--- config.mk ---
export PLATFORM = sky130hd
export DESIGN_NAME = phase_accum
export DESIGN_NICKNAME = d
export VERILOG_FILES = /design/src/rtl/pa_pkg.sv /design/src/rtl/pa_adder.sv /design/src/rtl/pa_next_sel.sv /design/src/rtl/pa_state_reg.sv /design/src/rtl/phase_accum.sv
export SDC_FILE = /design/constraint.sdc
export NUM_CORES = 1
export LEC_CHECK = 0
export BUFFER_PORTS_ARGS = -buffer_cell sky130_fd_sc_hd__buf_2
export CAP_MARGIN = 20
export CORE_MARGIN = 1.5
export CORE_UTILIZATION = 45
export DETAILED_ROUTE_END_ITERATION = 6
export PLACE_DENSITY = 0.76
export SYNTH_ARGS = -nofsm -noshare
export SYNTH_HDL_FRONTEND = slang
export SYNTH_SLANG_ARGS = --single-unit
--- constraint.sdc ---
create_clock -name clk -period 9.9 [get_ports clk]
set_input_delay 2.475 -clock clk [delete_from_list [all_inputs] [get_ports clk]]
set_output_delay 2.475 -clock clk [all_outputs]
set_load 0.01 [all_outputs]
--- src/rtl/pa_pkg.sv ---
// Shared definitions for the phase accumulator.
// Assumes: nothing beyond standard SystemVerilog packages.
package pa_pkg;
    // Overflow handling policy selected by the clear_on_wrap input.
    typedef enum logic {
        WRAP_MODULO = 1'b0,
        WRAP_CLEAR  = 1'b1
    } wrap_policy_e;
endpackage

--- src/rtl/pa_adder.sv ---
// Adds the tuning word to the current phase and flags overflow.
// Assumes: unsigned operands; overflow is found by comparing the
// truncated sum with the old phase, not by a carry output.
module pa_adder #(
    parameter int W = 32
) (
    input  logic [W-1:0] cur_phase,
    input  logic [W-1:0] step,
    output logic [W-1:0] sum,
    output logic         ovf
);
    // Truncated addition and the sum-below-old overflow test.
    always_comb begin
        sum = cur_phase + step;
        ovf = (sum < cur_phase);
    end
endmodule

--- src/rtl/pa_next_sel.sv ---
// Chooses the next phase word according to the wrap policy.
// Assumes: ovf is valid for the sum presented in the same cycle.
module pa_next_sel #(
    parameter int W = 32
) (
    input  pa_pkg::wrap_policy_e policy,
    input  logic [W-1:0]         sum,
    input  logic                 ovf,
    output logic [W-1:0]         nxt
);
    import pa_pkg::*;
    // Clear policy forces zero on overflow; modulo keeps the low bits.
    always_comb begin
        if (policy == WRAP_CLEAR && ovf) nxt = '0;
        else                             nxt = sum;
    end
endmodule

--- src/rtl/pa_state_reg.sv ---
// Holds the phase word and the wrap flag.
// Assumes: synchronous active-low reset sampled on the rising edge.
module pa_state_reg #(
    parameter int W = 32
) (
    input  logic         clk,
    input  logic         rst_n,
    input  logic [W-1:0] nxt,
    input  logic         ovf,
    output logic [W-1:0] q,
    output logic         wrap_q
);
    // Register the next phase and the overflow of this addition.
    always_ff @(posedge clk) begin
        if (!rst_n) begin
            q      <= '0;
            wrap_q <= 1'b0;
        end else begin
            q      <= nxt;
            wrap_q <= ovf;
        end
    end
endmodule

--- src/rtl/phase_accum.sv ---
// Top level of the DDS phase accumulator with selectable wrap policy.
// Assumes: clear_on_wrap is static or driven synchronously to clk.
module phase_accum #(
    parameter int PHASE_W = 32
) (
    input  logic               clk,
    input  logic               rst_n,
    input  logic [PHASE_W-1:0] tune_word,
    input  logic               clear_on_wrap,
    output logic [PHASE_W-1:0] phase,
    output logic               wrap_pulse
);
    import pa_pkg::*;

    logic [PHASE_W-1:0] sum_w;
    logic [PHASE_W-1:0] nxt_w;
    logic               ovf_w;
    wrap_policy_e       policy_w;

    // Map the policy pin onto the enumerated type.
    always_comb policy_w = wrap_policy_e'(clear_on_wrap);

    pa_adder #(.W(PHASE_W)) u_add (
        .cur_phase (phase),
        .step      (tune_word),
        .sum       (sum_w),
        .ovf       (ovf_w)
    );

    pa_next_sel #(.W(PHASE_W)) u_sel (
        .policy (policy_w),
        .sum    (sum_w),
        .ovf    (ovf_w),
        .nxt    (nxt_w)
    );

    pa_state_reg #(.W(PHASE_W)) u_reg (
        .clk    (clk),
        .rst_n  (rst_n),
        .nxt    (nxt_w),
        .ovf    (ovf_w),
        .q      (phase),
        .wrap_q (wrap_pulse)
    );
endmodule

==> reports/qor.yml <==
ys_seq_elements: 33
worstHoldStart: "u_reg.q[0]"
clock_sinks: 33
synth_compound_area_frac: 0.214
dp_hpwl_um: 7130
grt_start_max_net_pins: 22
critical_path.max_fanout: 21
yosysSeqAreaShare: 0.192
drt-pass1-iter-count: 4
crit_path_start_kind: "input pin"
antenna_found_initial: 0
p_per_area_nw_per_um2: 323
r2r-start: "u_reg.q[0]"
die-area_um2: 8190
period_needed_ns: 6.76
synth_area_um2: 3440
rsz0062_at_grt: "false"
grtUsageTotal: 0.213
final_common_cell: "buf_2"
crit_arrival_ns: 6.94
via_per_inst: 5.52
synthAdderAreaFrac: 0.235
leakagePower_nw: 1.99
netlist_instances: 454
cts_resized: 0
yosysTopAreaCellShare: 0.229
hp-class: "reg -> reg"
worst_ir_drop_vdd_uv: 155
drt-initial-drc-count: 168
crit_type: "in -> reg"
routedWlPerCell_um: 14.1
setup_violations: 0
cts_setup_buffers: 0
drc_errors: 0
maxCapViolations: 0
end_kind: "flop"
muxShareOfSynthArea: 0.00618
dieWidth_um: 90.5
p_total_mw: 1.28
final.setup.tns_ns: 0
grt_pass1_wl_um: 14500
critPathRequiredTime_ns: 10.09
antenna_cells: 0
synth_simple_gate_area_frac: 0.218
path_clk_slew_ns: 0.07
core_um2: 7330
initial_core_util: 0.470
async_reset_ff_frac: 0
layout_common_cells: "67 x buf_2, 63 x ha_1, 61 x inv_1"
ys_types: 56
synth_flop_cell: "dfxtp_1"
grt_pass1_vias: 3209
numCtsBuffers: 5
synth_xor_area_frac: 0.0585
hold_viol: 0
routed_wl_um: 8750
drive_gt1_frac: 0.173
syn2layout_area_growth_pct: 15.7
fmax_ghz: 0.148
cp-startpoint: "tune_word[0]"
grt.overflow.total: 0
final_area_um2: 3980
gp_congestion: 0.885
slew_viol_final: 0
cts_tree: "done"
worstMarginPinSlew_ns: 0.699
finClkSkew_ns: 0.00457
synth_top_family_by_area: "adder cells"
finalCritPeriodShare: 0.682
die-height_um: 90.5
yosys.area.top_type: "ha_1"
syn_nets: 553
route.vias.total: 3425
clockRootBuffer: "clkbuf_8"
row_count: 31
yosysWarnings: 0
clockBufferDepth: 2
hold_buffers: 0
portBuffers: 67
status: "finished clean"
fin_nets: 619
relSlewSlack: 0.529
htreeDepth: 2
ant_nets: 0
io_pins: 68
ys_top_cells_by_area: "ha_1 23%, dfxtp_1 19%, inv_1 6.6%, a21oi_1 5.8%, nor2_1 5.5%"
synth_edf_count: 0
clk_latency_ns: 0.30
place_area_um2: 3880
syn_area_per_cell_um2: 7.58
==> path summary, 6_finish.rpt <==
path,slack (ns),endpoint,cells after the start
setup reg to reg,5.10,u_reg.q[23],21
setup / recovery,3.14,u_reg.q[23],22
hold / removal,0.65,u_reg.q[0],3
hold reg to reg,0.65,u_reg.q[0],3
==> state kept, by name, summed over array words and instances, names as in the netlist <==
register,cells
u_reg.wrap_q,1
u_reg.q,32
==> Yosys cell counts (2+ instances only) <==
master,n
ha_1,63
inv_1,61
nor2_1,50
a21oi_1,40
dfxtp_1,33
nand2_1,27
o21ai_0,21
nor3_1,18
xnor2_1,14
a21o_1,11
nand4_1,10
nand3_1,9
xor2_1,9
clkbuf_1,8
nor2b_1,8
o21a_1,7
nand2b_1,5
and3_1,4
o211ai_1,4
a211o_1,3
a211oi_1,3
a21boi_0,3
a31oi_1,2
a41oi_1,2
and4_1,2
nor3_2,2
nor3b_1,2
nor4_1,2
o2111ai_1,2
o221ai_1,2
or3_1,2
==> metal layers <==
layer  global-route usage  wire [um]  vias to the layer above
li1                     -          -                     1737
met1                0.278       4100                     1569
met2                0.356       4070                      106
met3               0.0337        444                       13
met4               0.0648        128                        0
met5                    0          0                        -
==> cells by family (layout without fill, tap and decap cells) <==
group | after synthesis | after routing
AO/OA/AOI/OAI | 112 | 112
XOR/XNOR | 23 | 23
AND/OR/NAND/NOR | 150 | 150
multiplexers | 2 | 2
buffers and inverters | 70 | 137
adder cells (fa/ha/maj) | 64 | 64
flip-flops | 33 | 33
==> report_power, final <==
part	internal, mW	switching [mW]
clock	0.0629	0.0561
combinational	0.390	0.557
sequential	0.182	0.0361
total	0.635	0.649
==> through the flow <==
stage                     hold WS [ns]  setup slack (ns)   util  std cells
after floorplan                  0.648              3.56      -        454
after global placement           0.625              2.96  0.529        612
after detailed placement         0.611              2.85  0.529        612
after CTS                        0.650              3.17  0.543        620
after global routing             0.719              2.81  0.543        620
final                            0.646              3.14  0.543        620
==> final cells by class <==
type                    instances  area [um2]
clock buffers                   7        96.3
inverters                      61         229
well taps                      99         124
clock inverters                 1        5.00
flip-flops and latches         33         661
multi-input cells             351        2520
repair buffers                 68         343
fillers                       698        3350
==> critical path: stages <==
cell	delay, ns
buf_2	0.11
ha_1	0.20
inv_1	0.07
fa_1	0.23
nor2b_4	0.06
o21a_1	0.18
a311o_2	0.45
a31oi_4	0.22
a21oi_1	0.12
nor2b_1	0.23
mux2_2	0.39
a211oi_1	0.29
ha_1	0.33
a21oi_1	0.14
a21boi_0	0.13
nor4_1	0.27
o211ai_1	0.12
nand2_1	0.13
nand3_1	0.10
o2111ai_2	0.25
buf_4	0.39
nor2_1	0.08
Note: power is estimated with default switching activity, not from simulation.
